===== src/rtl/lrsc_pkg.sv =====
// Shared definitions for the reservation monitor.
// Assumes: fixed 128-byte reservation granule.
package lrsc_pkg;
    localparam int LINE_BITS = 7;

    typedef enum logic [1:0] {
        OP_IDLE    = 2'd0,
        OP_LOADRSV = 2'd1,
        OP_STCOND  = 2'd2,
        OP_STORE   = 2'd3
    } op_e;
endpackage


===== src/rtl/lrsc_rsv_slot.sv =====
// One thread's reservation: a valid flag plus a line tag.
// Assumes: take and drop both come from the snoop logic; take has priority.
module lrsc_rsv_slot #(
    parameter int TAG_W = 25
) (
    input  logic             clk,
    input  logic             rst_n,
    input  logic             take,
    input  logic             drop,
    input  logic [TAG_W-1:0] take_tag,
    output logic             held_valid,
    output logic [TAG_W-1:0] held_tag
);
    // Update the reservation state from the take/drop commands.
    always_ff @(posedge clk) begin
        if (!rst_n) begin
            held_valid <= 1'b0;
            held_tag   <= '0;
        end else if (take) begin
            held_valid <= 1'b1;
            held_tag   <= take_tag;
        end else if (drop) begin
            held_valid <= 1'b0;
        end
    end

    assert_drop_clears_R4: assert property (@(posedge clk) disable iff (!rst_n)
        (drop && !take) |=> !held_valid);
    assert_take_replaces_R7: assert property (@(posedge clk) disable iff (!rst_n)
        take |=> (held_valid && held_tag == $past(take_tag)));
endmodule


===== src/rtl/lrsc_snoop.sv =====
// Compares the request and eviction against every slot. Produces the
// take/drop command for each slot and the store-conditional verdict.
// Assumes: a thread number outside the thread range holds no reservation.
module lrsc_snoop
    import lrsc_pkg::*;
#(
    parameter int THREADS = 2,
    parameter int TID_W   = 1,
    parameter int TAG_W   = 25
) (
    input  op_e              op,
    input  logic [TID_W-1:0] tid,
    input  logic [TAG_W-1:0] req_tag,
    input  logic             evict_valid,
    input  logic [TAG_W-1:0] evict_tag,
    input  logic             held_valid [THREADS],
    input  logic [TAG_W-1:0] held_tag   [THREADS],
    output logic [THREADS-1:0] take,
    output logic [THREADS-1:0] drop,
    output logic             sc_pass
);
    logic is_sc;
    logic is_wr;
    logic evict_same;
    logic [THREADS-1:0] own_hit;

    assign is_sc      = (op == OP_STCOND);
    assign is_wr      = (op == OP_STCOND) || (op == OP_STORE);
    assign evict_same = evict_valid && (evict_tag == req_tag);

    for (genvar t = 0; t < THREADS; t++) begin : g_thr
        logic own;
        logic ev_hit;
        logic st_hit;
        assign own     = (tid == TID_W'(t));
        assign ev_hit  = evict_valid && held_valid[t] && (held_tag[t] == evict_tag);
        assign st_hit  = is_wr && !own && held_valid[t] && (held_tag[t] == req_tag);
        assign own_hit[t] = own && held_valid[t] && (held_tag[t] == req_tag);
        assign take[t] = own && (op == OP_LOADRSV);
        assign drop[t] = (own && is_sc) || ev_hit || st_hit;
    end

    // Verdict: the issuer holds this line and it is not being evicted now.
    always_comb begin
        sc_pass = is_sc && (|own_hit) && !evict_same;
    end
endmodule


===== src/rtl/lrsc_result.sv =====
// Registers the store-conditional result and builds the condition field.
// Assumes: field bit order {LT, GT, EQ, SO} from bit 3 down to bit 0.
module lrsc_result (
    input  logic       clk,
    input  logic       rst_n,
    input  logic       sc_req,
    input  logic       sc_pass,
    input  logic       so_in,
    output logic       res_valid,
    output logic       res_pass,
    output logic [3:0] res_cr
);
    // Capture the verdict and summary-overflow for the following cycle.
    always_ff @(posedge clk) begin
        if (!rst_n) begin
            res_valid <= 1'b0;
            res_pass  <= 1'b0;
            res_cr    <= 4'b0000;
        end else begin
            res_valid <= sc_req;
            res_pass  <= sc_req && sc_pass;
            res_cr    <= sc_req ? {2'b00, sc_pass, so_in} : 4'b0000;
        end
    end

    assert_cr_ltgt_zero_R8: assert property (@(posedge clk) disable iff (!rst_n)
        res_valid |-> (res_cr[3:2] == 2'b00 && res_cr[1] == res_pass));
    assert_quiet_no_pass_R8: assert property (@(posedge clk) disable iff (!rst_n)
        !res_valid |-> (!res_pass && res_cr == 4'b0000));
endmodule


===== src/rtl/lrsc_monitor.sv =====
// Top of the reservation monitor. It holds one reservation slot per hardware
// thread, snoops requests and evictions, grants store writes and reports the
// store-conditional results.
// Assumes: at most one request and one eviction per cycle.
module lrsc_monitor
    import lrsc_pkg::*;
#(
    parameter int THREADS = 2,
    parameter int ADDR_W  = 32,
    parameter int TID_W   = (THREADS > 1) ? $clog2(THREADS) : 1
) (
    input  logic              clk,
    input  logic              rst_n,
    input  logic [1:0]        req_op,
    input  logic [TID_W-1:0]  req_tid,
    input  logic [ADDR_W-1:0] req_addr,
    input  logic              so_in,
    input  logic              evict_valid,
    input  logic [ADDR_W-1:0] evict_addr,
    output logic              wr_grant,
    output logic              res_valid,
    output logic              res_pass,
    output logic [3:0]        res_cr
);
    localparam int TAG_W = ADDR_W - LINE_BITS;

    op_e                op;
    logic [TAG_W-1:0]   req_tag;
    logic [TAG_W-1:0]   evict_tag;
    logic               held_valid [THREADS];
    logic [TAG_W-1:0]   held_tag   [THREADS];
    logic [THREADS-1:0] take;
    logic [THREADS-1:0] drop;
    logic               sc_pass;
    logic               unused_line_offset;

    assign op        = op_e'(req_op);
    assign req_tag   = req_addr[ADDR_W-1:LINE_BITS];
    assign evict_tag = evict_addr[ADDR_W-1:LINE_BITS];
    assign unused_line_offset = ^{req_addr[LINE_BITS-1:0], evict_addr[LINE_BITS-1:0]};

    for (genvar t = 0; t < THREADS; t++) begin : g_slot
        lrsc_rsv_slot #(.TAG_W(TAG_W)) slot_i (
            .clk        (clk),
            .rst_n      (rst_n),
            .take       (take[t]),
            .drop       (drop[t]),
            .take_tag   (req_tag),
            .held_valid (held_valid[t]),
            .held_tag   (held_tag[t])
        );
    end

    lrsc_snoop #(.THREADS(THREADS), .TID_W(TID_W), .TAG_W(TAG_W)) snoop_i (
        .op          (op),
        .tid         (req_tid),
        .req_tag     (req_tag),
        .evict_valid (evict_valid),
        .evict_tag   (evict_tag),
        .held_valid  (held_valid),
        .held_tag    (held_tag),
        .take        (take),
        .drop        (drop),
        .sc_pass     (sc_pass)
    );

    // Write permission: plain stores always, store-conditionals on a pass.
    always_comb begin
        wr_grant = (op == OP_STORE) || ((op == OP_STCOND) && sc_pass);
    end

    lrsc_result result_i (
        .clk       (clk),
        .rst_n     (rst_n),
        .sc_req    (op == OP_STCOND),
        .sc_pass   (sc_pass),
        .so_in     (so_in),
        .res_valid (res_valid),
        .res_pass  (res_pass),
        .res_cr    (res_cr)
    );

    assert_lr_no_grant_R9: assert property (@(posedge clk) disable iff (!rst_n)
        (op == OP_LOADRSV || op == OP_IDLE) |-> !wr_grant);
    assert_grant_reports_pass_R2: assert property (@(posedge clk) disable iff (!rst_n)
        (op == OP_STCOND && wr_grant) |=> (res_valid && res_pass));
    assert_fail_reports_fail_R3: assert property (@(posedge clk) disable iff (!rst_n)
        (op == OP_STCOND && !wr_grant) |=> (res_valid && !res_pass));
    assert_take_drop_onehot_R10: assert property (@(posedge clk) disable iff (!rst_n)
        $onehot0(take));
endmodule


===== config.mk =====
export PLATFORM = sky130hd
export DESIGN_NAME = lrsc_monitor
export DESIGN_NICKNAME = d
export VERILOG_FILES = /design/src/rtl/lrsc_pkg.sv /design/src/rtl/lrsc_rsv_slot.sv /design/src/rtl/lrsc_snoop.sv /design/src/rtl/lrsc_result.sv /design/src/rtl/lrsc_monitor.sv
export SDC_FILE = /design/constraint.sdc
export NUM_CORES = 1
export LEC_CHECK = 0
export BUFFER_PORTS_ARGS = -buffer_cell sky130_fd_sc_hd__buf_2
export CAP_MARGIN = 10
export CELL_PAD_IN_SITES_DETAIL_PLACEMENT = 0
export CELL_PAD_IN_SITES_GLOBAL_PLACEMENT = 1
export CORE_ASPECT_RATIO = 1.2
export CORE_MARGIN = 2
export CORE_UTILIZATION = 40
export CTS_CLUSTER_DIAMETER = 200
export DETAILED_ROUTE_END_ITERATION = 10
export PLACE_DENSITY_LB_ADDON = 0.1
export SLEW_MARGIN = 20
export SYNTH_ARGS = -nofsm -noshare
export SYNTH_HDL_FRONTEND = slang
export SYNTH_SLANG_ARGS = --single-unit

===== constraint.sdc =====
create_clock -name clk -period 2 [get_ports clk]
set_input_delay 0.4 -clock clk [delete_from_list [all_inputs] [get_ports clk]]
set_output_delay 0.4 -clock clk [all_outputs]
set_load 0.01 [all_outputs]

## Word level (Yosys, flattened, before mapping)

Index checks and enable logic that the tools add are counted.

| storage, ports and cells | value |
|---|---|
| bits in registers | 58 |
| input port bits | 71 |
| output and inout bits | 7 |
| logic and storage cells | 55 |

| operators by class | value |
|---|---|
| equality and inequality tests | 8 |
| multiplexer cells | 4 |
| bitwise gates (word level) | 1 |
| reductions and logical operators | 34 |

Operator list:

| kind | number |
|---|---|
| == test 25 bit | 5 |
| logical AND 1 bit | 22 |
| logical OR 1 bit | 6 |
| == test 2 bit, second input constant | 2 |
| 2-to-1 mux 1 bit | 4 |
| nonzero test 2 bit | 2 |
| == test 2 x 1 -> 1 bit, second input constant | 1 |
| zero test 1 bit | 2 |
| AND reduction 2 bit | 1 |
| OR reduction 2 bit | 1 |
| NOT 1 bit | 1 |

## Depth between registers and ports, before layout

| depth | value |
|---|---|
| depth after elaboration | 8 |
| mapped depth | 6 |
| gate-level depth less buffers | 5 |

## Cells and area by module

A second synthesis with hierarchy kept.

| unflattened totals | value |
|---|---|
| cells, all modules | 362 |
| area, all modules | 3578.4 µm² |

Modules (own cells, without submodules):

| module | times used | cells an instance | area an instance (µm²) |
|---|---|---|---|
| lrsc_rsv_slot | 2 | 83 | 999.7 |
| lrsc_snoop | 1 | 183 | 1440.1 |
| lrsc_result | 1 | 11 | 125.1 |
| lrsc_monitor | 1 | 2 | 13.8 |

## Worst setup path before layout

No wires, ideal clock.

| path | value |
|---|---|
| path type | input to output |
| from | input port req_addr[27] |
| to | output port wr_grant |
| data arrival time | 1435 ps |
| path slack | 165 ps |
| cell stages on the path | 6 |
| buffers on the path | 1 |
| path through | buf_2 xnor2_2 nand4_1 nor4_2 a32oi_1 o21ai_0 |

| on the way | value |
|---|---|
| word-level cells in the longest chain between the ends | 7 |
| elaborated cells between the ends (all ways) | 12 |
| those cells by class | 3 x eq/ne; 9 x reduce/logical |

RTL lines:

| item | line | RTL |
|---|---|---|
| from (decl) | lrsc_monitor.sv:16 | `input logic [ADDR_W-1:0] req_addr,` |
| == test 25 bit | lrsc_snoop.sv:38 | `assign own_hit[t] = own && held_valid[t] && (held_tag[t] == req_tag);` |
| logical AND 1 bit | lrsc_snoop.sv:38 |  |
| OR reduction 2 bit | lrsc_snoop.sv:45 | `sc_pass = is_sc && (\|own_hit) && !evict_same;` |
| logical AND 1 bit | lrsc_snoop.sv:45 |  |
| logical AND 1 bit * | lrsc_snoop.sv:45 |  |
| logical AND 1 bit * | lrsc_monitor.sv:69 | `wr_grant = (op == OP_STORE) \|\| ((op == OP_STCOND) && sc_pass);` |
| logical OR 1 bit * | lrsc_monitor.sv:69 |  |
| to (decl) | lrsc_monitor.sv:20 | `output logic wr_grant,` |

Every way passes the cells marked *; elsewhere a longest branch is shown, timed or not.

## Final worst setup path

| path | value |
|---|---|
| from | register g_slot[1].slot_i.held_tag[4] |
| to | output port wr_grant |

| on the way | value |
|---|---|
| word-level cells in the longest chain between the ends | 7 |

RTL lines:

| item | line | RTL |
|---|---|---|
| from (decl) | lrsc_rsv_slot.sv:12 | `output logic [TAG_W-1:0] held_tag` |
| from (signal assigned) | lrsc_rsv_slot.sv:21 | `held_tag <= take_tag;` |
| == test 25 bit | lrsc_snoop.sv:38 |  |
| logical AND 1 bit | lrsc_snoop.sv:38 |  |
| OR reduction 2 bit | lrsc_snoop.sv:45 |  |
| logical AND 1 bit (2 in a row) | lrsc_snoop.sv:45 |  |
| logical AND 1 bit | lrsc_monitor.sv:69 |  |
| logical OR 1 bit | lrsc_monitor.sv:69 |  |

Every way passes these cells.

==> impl_metrics.yaml <==
flow_run:
  maxCapViolations: 0
hold_path:
  hp-start: "so_in"
  hold_depth: 2
  worstHoldPathType: "input port to flop"
  holdPathEnd: "result_i.res_cr[0]"
sta:
  report.final.slew_viol_count: 0
  final_hold_viol_count: 0
  timing.final.ws_setup_ps: -176.6
  setup_viol: 1
  timing.final.crit_share_pct: 108.8
  worst_slew_pin_slew_ps: 544.2
  period_minus_slack_ps: 2177
  fin_skew_ps: 8.874
  clock.fmax_mhz: 459.4
  rsz0062_at_grt: "yes"
  fin_hold_ws_ps: 289.0
  slew_headroom_pct: 63.67
logic_synthesis:
  ys_seq_area_share_pct: 30.79
  synth-seq-cells: 56
  synthTopCellsByArea: "dfxtp_1, xnor2_1, nand2_1"
  synth_top_cell_area_share_pct: 30.79
  async_reset_ff_share_pct: 0
  synthesis.area_um2: 3641
  yosysWarningCount: 0
  yosysUniqueCellTypes: 35
  synth_edf_count: 0
  synth_flop_cell: "dfxtp_1"
  avgSynthCellArea_um2: 7.950
  yosys.area.top_type: "dfxtp_1"
  syn_inst: 458
detailed_routing:
  drc: 0
  drt-initial-drc-count: 173
  via_per_inst: 4.978
  postRouteAntennaNets: 0
  via_count: 3330
  firstDrtPassIters: 4
  drt-total-wl_mm: 11.30
  wl_per_cell_um: 16.89
critical_path:
  startpoint: "g_slot[1].slot_i.held_tag[4]"
  crit_type: "flop to output port"
  cp_cell_sequence: "xnor2_2 -> nand4_1 -> nor4_2 -> buf_4 -> a32oi_1 -> o21ai_1 -> buf_2"
  reg2reg_to: "g_slot[1].slot_i.held_valid"
  cp.arrival_ps: 1780
  cp_slowest_cell: "dfxtp_2"
  worstPathMaxFanout: 3
  reg2reg_slack_ps: 100
  critPathLaunchType: "flop"
  reg2reg_depth: 6
  endpoint_kind: "output port"
  slowest_delay_ps: 360
  cp.required_ps: 1600
  r2r-start: "g_slot[1].slot_i.held_tag[23]"
global_route:
  antenna_found_initial: 0
  grt_max_degree: 31
  track_usage_pct: 23.28
  grt_pass1_wl_mm: 17.44
  overflow: 0
  grt_pass1_vias: 3263
cells_and_area:
  final_layout_size_suffix_gt1_share_pct: 29.33
  design_area_um2: 4504
  layout_common_cells: "nand2_1, xnor2_1, buf_4"
  antenna_cells: 0
  layout_commonest_cell: "nand2_1"
  syn2layout_area_growth_pct: 23.71
  nNetsFinal: 620
  final.fill_count: 936
  post-route-util_pct: 50.39
cts:
  cts_buffer_depth: 2
  cts_made_buffers: 5
  cts_tree: "yes"
  postCtsHoldBufs: 0
  htreeDepth: 2
  path_clk_slew_ps: 110
  cts_num_sinks: 56
  cts_root_buffer: "clkbuf_8"
  clock_latency_ps: 310
die:
  io_pins: 78
  fp.dieArea_um2: 9885
  start_util_pct: 40.73
  core_area_um2: 8939
  die_x_um: 91.10
  fp.dieH_um: 108.5
  num_rows: 38
power:
  p_per_area_nw_per_um2: 543.1
  power.total_uw: 2446
  cellLeakagePower_uw: 0.001652
  ir_worst_vdd_uv: 302.9
placement:
  dp_slack_ps: -214.2
  dp_hpwl_mm: 8.632
  port-buffer-count: 61
  place.gp.congestion: 0.8510
  dpl_cell_area_um2: 4352
status:
  status: "complete, but fails checks"
  violations: "setup timing"
[per-layer routing]
| layer | track usage (%) | wire (um) |
|---|---|---|
| met5 | 0 | 0 |
| met4 | 6.385 | 223 |
| met3 | 4.181 | 582 |
| met2 | 40.85 | 5532 |
| met1 | 29.40 | 4961 |
[how the worst max path moves through the flow]
stage / end / slack, ps
after floorplan: wr_grant / 160
after global placement: wr_grant / -210
after detailed placement: wr_grant / -210
after CTS: wr_grant / -180
after global routing: wr_grant / -310
final: wr_grant / -180
[stage by stage]
stage / setup TNS, ps / std cells
final: -176.6 / 669
after global routing: -314.5 / 669
after CTS: -179.3 / 669
after detailed placement: -214.2 / 661
after global placement: -206.8 / 661
after floorplan: 0 / 459
[layout make-up]
type	count	area, um^2	area share [%]
repair buffers	126	805.8	17.89
clock inverters	1	5.005	0.1111
inverters	2	7.507	0.1667
multi-input cells	358	2332	51.78
well taps	120	150.1	3.333
clock buffers	6	72.57	1.611
flip-flops and latches	56	1131	25.11
[critical path: cells and delay by family, from the launching register on]
family	cells	cell delay [ps]
xor+xnor	1	190
buf+inv	2	310
flops	1	360
compound gates	2	190
simple gates	2	410
[cells by family after synthesis]
group                  synth area share [%]
buffers and inverters                 6.839
AO/OA/AOI/OAI                         9.210
XOR/XNOR                              31.51
flip-flops                            30.79
AND/OR/NAND/NOR                       21.55
other                                0.1030
[power breakdown]
group | switching [uW] | internal, uW
registers | 38.7 | 1150
logic | 328 | 302
clock network | 384 | 240
total | 751 | 1700
[Yosys cell counts, types with 2 or more instances]
master,instances
and2_1,2
a211oi_1,2
buf_6,5
nand3_1,7
nor4_1,8
dfxtp_1,56
nand2_1,109
xnor2_1,102
nor3_1,6
buf_4,3
buf_2,9
nand4_1,28
clkbuf_2,16
clkbuf_1,10
xor2_1,16
xnor2_2,7
a21oi_1,53
inv_2,2
[repair_timing]
action                                  4_1_cts  5_1_grt
endpoints found under the setup margin        1        1
setup buffers                                 1        0
pin swaps                                     5        0
resized for setup                            14        3
[state kept, by name, indices dropped and copies added, names as in the netlist]
signal,flops
g_slot.slot_i.held_valid,2
result_i.res_cr,2
g_slot.slot_i.held_tag,50
result_i.res_pass,1
result_i.res_valid,1
(Power assumes the default switching activity.)
